`config.mk`:
```
export PLATFORM = sky130hd
export DESIGN_NAME = uart_hs_tx
export DESIGN_NICKNAME = d
export VERILOG_FILES = /design/src/rtl/uart_hs_pkg.sv /design/src/rtl/uart_hs_bittimer.sv /design/src/rtl/uart_hs_front.sv /design/src/rtl/uart_hs_engine.sv /design/src/rtl/uart_hs_tx.sv
export SDC_FILE = /design/constraint.sdc
export NUM_CORES = 1
export LEC_CHECK = 0
export BUFFER_PORTS_ARGS = -buffer_cell sky130_fd_sc_hd__buf_2
export CAP_MARGIN = 5
export CORE_UTILIZATION = 45
export DETAILED_ROUTE_END_ITERATION = 10
export GPL_TIMING_DRIVEN = 0
export PLACE_DENSITY = 0.78
export SYNTH_ARGS = -nofsm -noshare
export SYNTH_HDL_FRONTEND = slang
export SYNTH_SLANG_ARGS = --single-unit
export TNS_END_PERCENT = 30
```
`constraint.sdc`:
```
create_clock -name clk -period 1.65 [get_ports clk]
set_clock_uncertainty 0.05 [all_clocks]
set_input_delay 0.165 -clock clk [delete_from_list [all_inputs] [get_ports clk]]
set_output_delay 0.165 -clock clk [all_outputs]
set_load 0.005 [all_outputs]
```
`src/rtl/uart_hs_pkg.sv`:
```
// Shared state encodings for the handshaked serial transmitter.
// Assumes nothing beyond a SystemVerilog-2017 compiler.
package uart_hs_pkg;

    // Front controller: steps of the user request / engine strobe exchange
    typedef enum logic [1:0] {
        FR_IDLE  = 2'd0,
        FR_ARM   = 2'd1,
        FR_PULSE = 2'd2,
        FR_WAIT  = 2'd3
    } front_state_t;

    // Frame engine: line states from idle through the stop bits
    typedef enum logic [2:0] {
        EN_IDLE  = 3'd0,
        EN_READY = 3'd1,
        EN_START = 3'd2,
        EN_DATA  = 3'd3,
        EN_STOP  = 3'd4
    } engine_state_t;

endpackage

```
`src/rtl/uart_hs_bittimer.sv`:
```
// Counts tick enables inside one bit cell and flags the last tick of the cell.
// Assumes tick is a single-cycle enable. While run is low the count is held at
// zero, so the tick on which run rises opens a cell of OVERSAMPLE ticks.
module uart_hs_bittimer #(
    parameter int OVERSAMPLE = 16
) (
    input  logic clk,
    input  logic rst_n,
    input  logic run,
    input  logic tick,
    output logic cell_end
);
    localparam int CW = (OVERSAMPLE > 1) ? $clog2(OVERSAMPLE) : 1;
    localparam logic [CW-1:0] LAST = CW'(OVERSAMPLE - 1);

    logic [CW-1:0] cnt;

    // Tick counter within the current bit cell
    always_ff @(posedge clk) begin
        if (!rst_n || !run) begin
            cnt <= '0;
        end else if (tick) begin
            cnt <= (cnt == LAST) ? '0 : cnt + 1'b1;
        end
    end

    assign cell_end = run && tick && (cnt == LAST);

endmodule

```
`src/rtl/uart_hs_front.sv`:
```
// Front controller: turns a level request into a start strobe held until the
// engine drops done, then waits for the engine to finish and the request to be
// released. Assumes done is high whenever the engine is idle.
module uart_hs_front
    import uart_hs_pkg::*;
(
    input  logic clk,
    input  logic rst_n,
    input  logic go,
    input  logic done,
    output logic start_s,
    output logic sent
);
    front_state_t state;

    // Request sequencing: arm, raise strobe, drop strobe, wait completion
    always_ff @(posedge clk) begin
        if (!rst_n) begin
            state   <= FR_IDLE;
            start_s <= 1'b0;
        end else begin
            case (state)
                FR_IDLE:  if (go) state <= FR_ARM;
                FR_ARM:   if (done) begin
                              state   <= FR_PULSE;
                              start_s <= 1'b1;
                          end
                FR_PULSE: if (!done) begin
                              state   <= FR_WAIT;
                              start_s <= 1'b0;
                          end
                FR_WAIT:  if (done && !go) state <= FR_IDLE;
                default:  state <= FR_IDLE;
            endcase
        end
    end

    assign sent = (state == FR_IDLE);

endmodule

```
`src/rtl/uart_hs_engine.sv`:
```
// Frame engine: on a start strobe captures the word and options, raises rts,
// waits for cts on a tick, then shifts start, DATA_W payload bits LSB first
// and one or two stop bits. txd is a register. Assumes DATA_W >= 2.
module uart_hs_engine
    import uart_hs_pkg::*;
#(
    parameter int DATA_W     = 8,
    parameter int OVERSAMPLE = 16
) (
    input  logic              clk,
    input  logic              rst_n,
    input  logic              tick,
    input  logic              start_s,
    input  logic [DATA_W-1:0] data_in,
    input  logic              par_en,
    input  logic              par_odd,
    input  logic              two_stop,
    input  logic              cts,
    output logic              done,
    output logic              rts,
    output logic              txd
);
    localparam int IW = $clog2(DATA_W);
    localparam logic [IW-1:0] LAST_IDX = IW'(DATA_W - 1);

    engine_state_t     state;
    logic [DATA_W-1:0] shreg;
    logic [IW-1:0]     idx;
    logic              two_q;
    logic              stop2_q;
    logic              cell_end;
    logic              run;
    logic              par_bit;
    logic [DATA_W-1:0] payload;

    // Payload selection: low bits plus parity, or the full word
    always_comb begin
        par_bit = (^data_in[DATA_W-2:0]) ^ par_odd;
        payload = par_en ? {par_bit, data_in[DATA_W-2:0]} : data_in;
    end

    assign run = (state == EN_START) || (state == EN_DATA) || (state == EN_STOP);

    uart_hs_bittimer #(.OVERSAMPLE(OVERSAMPLE)) u_timer (
        .clk      (clk),
        .rst_n    (rst_n),
        .run      (run),
        .tick     (tick),
        .cell_end (cell_end)
    );

    // Frame sequencing and the registered line output
    always_ff @(posedge clk) begin
        if (!rst_n) begin
            state   <= EN_IDLE;
            done    <= 1'b1;
            rts     <= 1'b0;
            txd     <= 1'b1;
            shreg   <= '0;
            idx     <= '0;
            two_q   <= 1'b0;
            stop2_q <= 1'b0;
        end else begin
            case (state)
                EN_IDLE: if (start_s) begin
                    state <= EN_READY;
                    done  <= 1'b0;
                    rts   <= 1'b1;
                    shreg <= payload;
                    two_q <= two_stop;
                end
                EN_READY: if (cts && tick) begin
                    state <= EN_START;
                    txd   <= 1'b0;
                end
                EN_START: if (cell_end) begin
                    state <= EN_DATA;
                    txd   <= shreg[0];
                    shreg <= shreg >> 1;
                    idx   <= '0;
                end
                EN_DATA: if (cell_end) begin
                    if (idx == LAST_IDX) begin
                        state   <= EN_STOP;
                        txd     <= 1'b1;
                        stop2_q <= 1'b0;
                    end else begin
                        txd   <= shreg[0];
                        shreg <= shreg >> 1;
                        idx   <= idx + 1'b1;
                    end
                end
                EN_STOP: if (cell_end) begin
                    if (two_q && !stop2_q) begin
                        stop2_q <= 1'b1;
                    end else begin
                        state <= EN_IDLE;
                        done  <= 1'b1;
                        rts   <= 1'b0;
                    end
                end
                default: state <= EN_IDLE;
            endcase
        end
    end

endmodule

```
`src/rtl/uart_hs_tx.sv`:
```
// Top of the handshaked serial transmitter: front controller plus frame engine.
// Assumes tick16 is a one-cycle enable at 16 times the baud rate.
module uart_hs_tx #(
    parameter int DATA_W     = 8,
    parameter int OVERSAMPLE = 16
) (
    input  logic              clk,
    input  logic              rst_n,
    input  logic              tick16,
    input  logic              go,
    input  logic [DATA_W-1:0] data_in,
    input  logic              par_en,
    input  logic              par_odd,
    input  logic              two_stop,
    input  logic              cts,
    output logic              txd,
    output logic              rts,
    output logic              sent
);
    logic start_s;
    logic done_s;

    uart_hs_front u_front (
        .clk     (clk),
        .rst_n   (rst_n),
        .go      (go),
        .done    (done_s),
        .start_s (start_s),
        .sent    (sent)
    );

    uart_hs_engine #(.DATA_W(DATA_W), .OVERSAMPLE(OVERSAMPLE)) u_engine (
        .clk      (clk),
        .rst_n    (rst_n),
        .tick     (tick16),
        .start_s  (start_s),
        .data_in  (data_in),
        .par_en   (par_en),
        .par_odd  (par_odd),
        .two_stop (two_stop),
        .cts      (cts),
        .done     (done_s),
        .rts      (rts),
        .txd      (txd)
    );

endmodule

```
Word-level counts from Yosys, hierarchy flattened --
Index checks and enable logic that the tools add are counted.
Word-level totals: bits in registers 26, input bits 16, output and inout bits 3, logic and storage cells 111
Cells by class: add/subtract/negate cells 2, equality and inequality tests 22, mux-type cells 45, bitwise gates (word level) 1, reduce and logical (&&, ||, !) cells 30
Operators with widths (count):
- $mux 8 | 5
- $mux 3 | 10
- $pmux 8 s3 | 1
- $mux 1 | 16
- $reduce_and 4->1 | 4
- $pmux 3 s5 | 1
- $ne 2x2->1 const B | 7
- $ne 2x1->1 const B | 6
- $reduce_and 5->1 | 2
- $mux 2 | 4
- $pmux 1 s2 | 4
- $pmux 2 s4 | 1
- $reduce_bool 2->1 | 4
- $reduce_and 7->1 | 1
- $reduce_xor 7->1 | 1
- $eq 3x2->1 const B | 2
- $eq 3x3->1 const B | 2
- $pmux 3 s2 | 1
- $reduce_bool 3->1 | 2
- $logic_and 1x1->1 | 5
- $add 4x1->4 const B | 1
- $eq 2x2->1 const B | 2
- $eq 4x4->1 const B | 1
- $logic_not 1->1 | 4
- 11 further kinds | 13

Logic depth before layout (Yosys ltp) --
word-level depth 7, depth in mapped cells 7, gate-level depth less buffers 6

Modules after synthesis --
From an unflattened synthesis, not the netlist that was laid out.
Second synthesis, totals: cells, all modules 163, area total of the unflattened synthesis 1542.7 um^2
By module, submodules not included:
- uart_hs_engine | times used 1, cells each 116, area an instance 1113.6 um^2, sequential area each 380.4 um^2
- uart_hs_front | times used 1, cells each 27, area an instance 244.0 um^2, sequential area each 60.1 um^2
- uart_hs_bittimer | times used 1, cells each 20, area an instance 185.2 um^2, sequential area each 80.1 um^2

Least setup slack after synthesis --
No wires, ideal clock.
kind reg-to-reg, from register u_engine.u_timer.cnt[0], to register u_engine.shreg[4], setup time 80 ps, arrival time 1540 ps, data required time 1520 ps, path slack -20 ps, cell stages (with the launch flop) 7, buffers on the path 1, period minus slack after synthesis 1670 ps, cell sequence dfxtp_1 -> ha_1 -> nand4_2 -> o31ai_4 -> buf_8 -> nor2_1 -> a211oi_2
On the way: longest elaborated chain between the ends 4
RTL lines:
- start, declared | line uart_hs_bittimer.sv:16 | logic [CW-1:0] cnt;
- start signal, assigned | line uart_hs_bittimer.sv:23 | cnt <= (cnt == LAST) ? '0 : cnt + 1'b1;
- $eq 4x4->1 * | line uart_hs_bittimer.sv:27 | assign cell_end = run && tick && (cnt == LAST);
- $logic_and 1x1->1 * | line uart_hs_bittimer.sv:27
- $ne 2x1->1 (no source line)
- $reduce_and 5->1 (no source line) *
- end signal, assigned | line uart_hs_engine.sv:69 | shreg <= payload;
- end signal, assigned | line uart_hs_engine.sv:79 | shreg <= shreg >> 1;
- end signal, assigned | line uart_hs_engine.sv:89 | shreg <= shreg >> 1;
- end, declared | line uart_hs_engine.sv:27 | logic [DATA_W-1:0] shreg;
Every way passes the cells marked *; elsewhere a longest branch is shown, timed or not. A chain may end at the register's enable or synchronous reset.

Final worst setup path --
from register u_engine.idx[1], to register u_engine.shreg[6]
On the way: longest elaborated chain between the ends 3
RTL lines:
- start, declared | line uart_hs_engine.sv:28 | logic [IW-1:0] idx;
- start signal, assigned | line uart_hs_engine.sv:90 | idx <= idx + 1'b1;
- $eq 3x3->1 | line uart_hs_engine.sv:83 | if (idx == LAST_IDX) begin
- $ne 2x2->1 (no source line)
- $reduce_and 5->1 (no source line)
Every way passes these cells.

==> flow_metrics.env <==
export IMPL_status="finished with violations"
export IMPL_violations="design-rule violations, negative setup slack"
export IMPL_synthesis_area_sq_um=1390
export IMPL_ant_nets=0
export IMPL_gr_total_overflow=0
export IMPL_first_global_vias=1132
export IMPL_worstMarginPinSlew_ns=0.548
export IMPL_synthSimpleGateAreaFrac_pct=16.8
export IMPL_synth_fp_nets=172
export IMPL_nNetsFinal=201
export IMPL_via_per_inst=5.75
export IMPL_drt_iter0_drc=42
export IMPL_yosysWarningCount=0
export IMPL_drt_total_wl_um=3030
export IMPL_place_congestion=0.935
export IMPL_async_reset_ff_share_pct=0
export IMPL_fmax_mhz=590
export IMPL_fin_crit_ns=1.69
export IMPL_synthDistinctLibCells=39
export IMPL_die_area_sq_um=3300
export IMPL_grt_max_degree=16
export IMPL_clockRootBuffer="clkbuf_4"
export IMPL_critical_path_arrival_ns=1.86
export IMPL_cpPeakStageDelay_ns=0.37
export IMPL_start_kind="flip-flop"
export IMPL_num_io_pins=19
export IMPL_cp_end_kind="flip-flop"
export IMPL_crit_path_cell_trace="ha_4, ha_4, and2_4, o31ai_4, buf_8, buf_4, a211oi_2"
export IMPL_drive_above_1_share_pct=32.8
export IMPL_finalSetupViolations=7
export IMPL_place_area_sq_um=1510
export IMPL_grt_total_usage_pct=19.5
export IMPL_hold_path_class="in -> reg"
export IMPL_die_x_um=57.5
export IMPL_postLayoutSetupSlackWorst_ns=-0.0449
export IMPL_synth_edf_count=0
export IMPL_cellLeakagePower_nw=0.618
export IMPL_path_clk_slew_ns=0.14
export IMPL_start_util_pct=49.0
export IMPL_final_common_cell="buf_2"
export IMPL_diodes=0
export IMPL_synth_area_mux_share_pct=8.76
export IMPL_hold_violations=0
export IMPL_yosysSeqAreaShare_pct=37.6
export IMPL_cts_path_max_buffers=2
export IMPL_timing_setup_tns_ns=-0.188
export IMPL_wl_per_cell_um=14.6
export IMPL_synth_compound_area_share_pct=19.3
export IMPL_syn_to_final_growth_pct=22.9
export IMPL_synth_top_family_by_area="compound AO/OA/AOI/OAI gates"
export IMPL_path_class="reg -> reg"
export IMPL_slowest_stage="dfxtp_2"
export IMPL_synth_flop_cell="dfxtp_1"
export IMPL_syn_inst=149
export IMPL_cp_required_ns=1.81
export IMPL_grt_pass1_wl_um=4950
export IMPL_cap_violations=0
export IMPL_antenna_found_initial=0
export IMPL_cts_tree="done"
export IMPL_final_cell_mix="buf_2, nor2_1, dfxtp_1, o21ai_0, mux2i_1"
export IMPL_path_max_fanout=6
export IMPL_synth_xor_area_share_pct=5.69
export IMPL_ys_seq_elements=26
export IMPL_die_h_um=57.5
export IMPL_drc_errors=1
export IMPL_numCtsBuffers=3
export IMPL_port_buffers=17
export IMPL_vias=1195
export IMPL_cts_sinks=26
export IMPL_hold_slack_ns=0.0393
export IMPL_rows=19
export IMPL_post_dp_hpwl_um=2100
export IMPL_cpMostUsedCell="ha_4"
export IMPL_relSlewSlack_pct=63.5
export IMPL_slew_viol_final=0
export IMPL_peakVddDrop_v=0.000676
export IMPL_clk_latency_ns=0.33
export IMPL_final_period_utilization_pct=103
export IMPL_avgSynthCellArea_sq_um=9.30
export IMPL_synthAdderAreaFrac_pct=6.32
export IMPL_h_tree_depth=1
export IMPL_rsz0062_at_grt="yes"
export IMPL_p_per_area_nw_per_um2=1290
export IMPL_final_area_sq_um=1700
export IMPL_drtPass1Iterations=8
export IMPL_coreArea_sq_um=2830
-- Yosys cell counts (all sizes together), types with 2 or more instances --
master	n	area share [%]
mux2i	11	7.9
a21oi	9	3.3
ha	7	6.3
dfxtp	26	38
nand3	4	1.4
a22oi	3	1.6
inv	6	1.6
clkbuf	2	0.54
o31ai	2	2.1
xnor2	8	5.1
nor2	17	4.6
a31oi	2	0.90
o21ai	13	4.7
nor2b	3	1.4
a211oi	7	4.9
buf	4	3.1
nor3b	3	1.6
nand2	5	1.4
-- per-layer routing --
metal	up-vias	track usage, %	routed length [um]	share of wire [%]
met3	2	4.76	90	3.0
met2	17	34.2	1600	53
met5	-	0	0	0
li1	588	-	-	-
met4	0	5.92	17	0.56
met1	588	23.4	1320	43
-- logic make-up after synthesis --
group,count (synthesis)
xor+xnor,9
fa+ha+maj,7
buf+inv,13
compound gates,39
simple gates,43
flops,26
mux,12
-- area by class of cell --
cell class	instances	area, sq um
sequential	26	532
tap	31	38.8
fill	248	1130
timing repair buffer	25	155
clock buffer	3	22.5
multi-input combinational	110	858
clock inverter	1	30.0
inverter	7	26.3
buffer	5	38.8
-- where the power goes --
| part | leakage, nW | internal, mW | switching [mW] | total (mW) |
|---|---|---|---|---|
| Sequential | 0.216 | 0.782 | 0.119 | 0.901 |
| Combinational | 0.374 | 0.445 | 0.410 | 0.855 |
| Clock | 0.0279 | 0.246 | 0.191 | 0.436 |
| Total | 0.618 | 1.47 | 0.720 | 2.19 |
-- path summary, 6_finish.rpt --
| check | endpoint | slack, ns | cells past startpoint | startpoint |
|---|---|---|---|---|
| setup / recovery | u_engine.shreg[6] | -0.04 | 7 | u_engine.idx[1] |
| hold / removal | u_engine.txd | 0.04 | 2 | rst_n |
| setup reg to reg | u_engine.shreg[6] | -0.04 | 7 | u_engine.idx[1] |
| hold reg to reg | u_engine.rts | 0.42 | 2 | u_engine.rts |
-- registers in the layout, indices dropped and copies added (netlist names) --
signal                flops
u_engine.rts              1
u_engine.stop2_q          1
u_front.start_s           1
u_front.state             2
u_engine.idx              3
u_engine.done             1
u_engine.u_timer.cnt      4
u_engine.shreg            8
u_engine.two_q            1
u_engine.txd              1
u_engine.state            3
-- worst max-delay path: cells and delay by family, from the launching register on --
family / cells / cell delay [ns]
DFF: 1 / 0.37
adders and majority gates: 2 / 0.32
and+or+nand+nor: 1 / 0.17
buffers and inverters: 2 / 0.28
AOI/OAI and AO/OA: 2 / 0.39
-- metrics by stage --
step                      power [mW]  setup WS, ns  cells  util, %
after floorplan                 1.48        0.0123    149        -
after global placement          1.60        -0.128    197     53.5
after detailed placement        1.66        -0.249    197     53.5
after CTS                       2.17       -0.0526    206     57.9
after global routing            2.35        -0.113    208     60.2
final                           2.19       -0.0449    208     60.2
-- repair_timing --
item | CTS | global route
gates resized for setup | 8 | 14
buffers inserted | 5 | 2
setup endpoints to repair | 13 | 12
pin swaps | 4 | 6
hold buffers | 0 | 1
hold endpoints to repair | 0 | 1
Power figures use the tool's default switching activity.
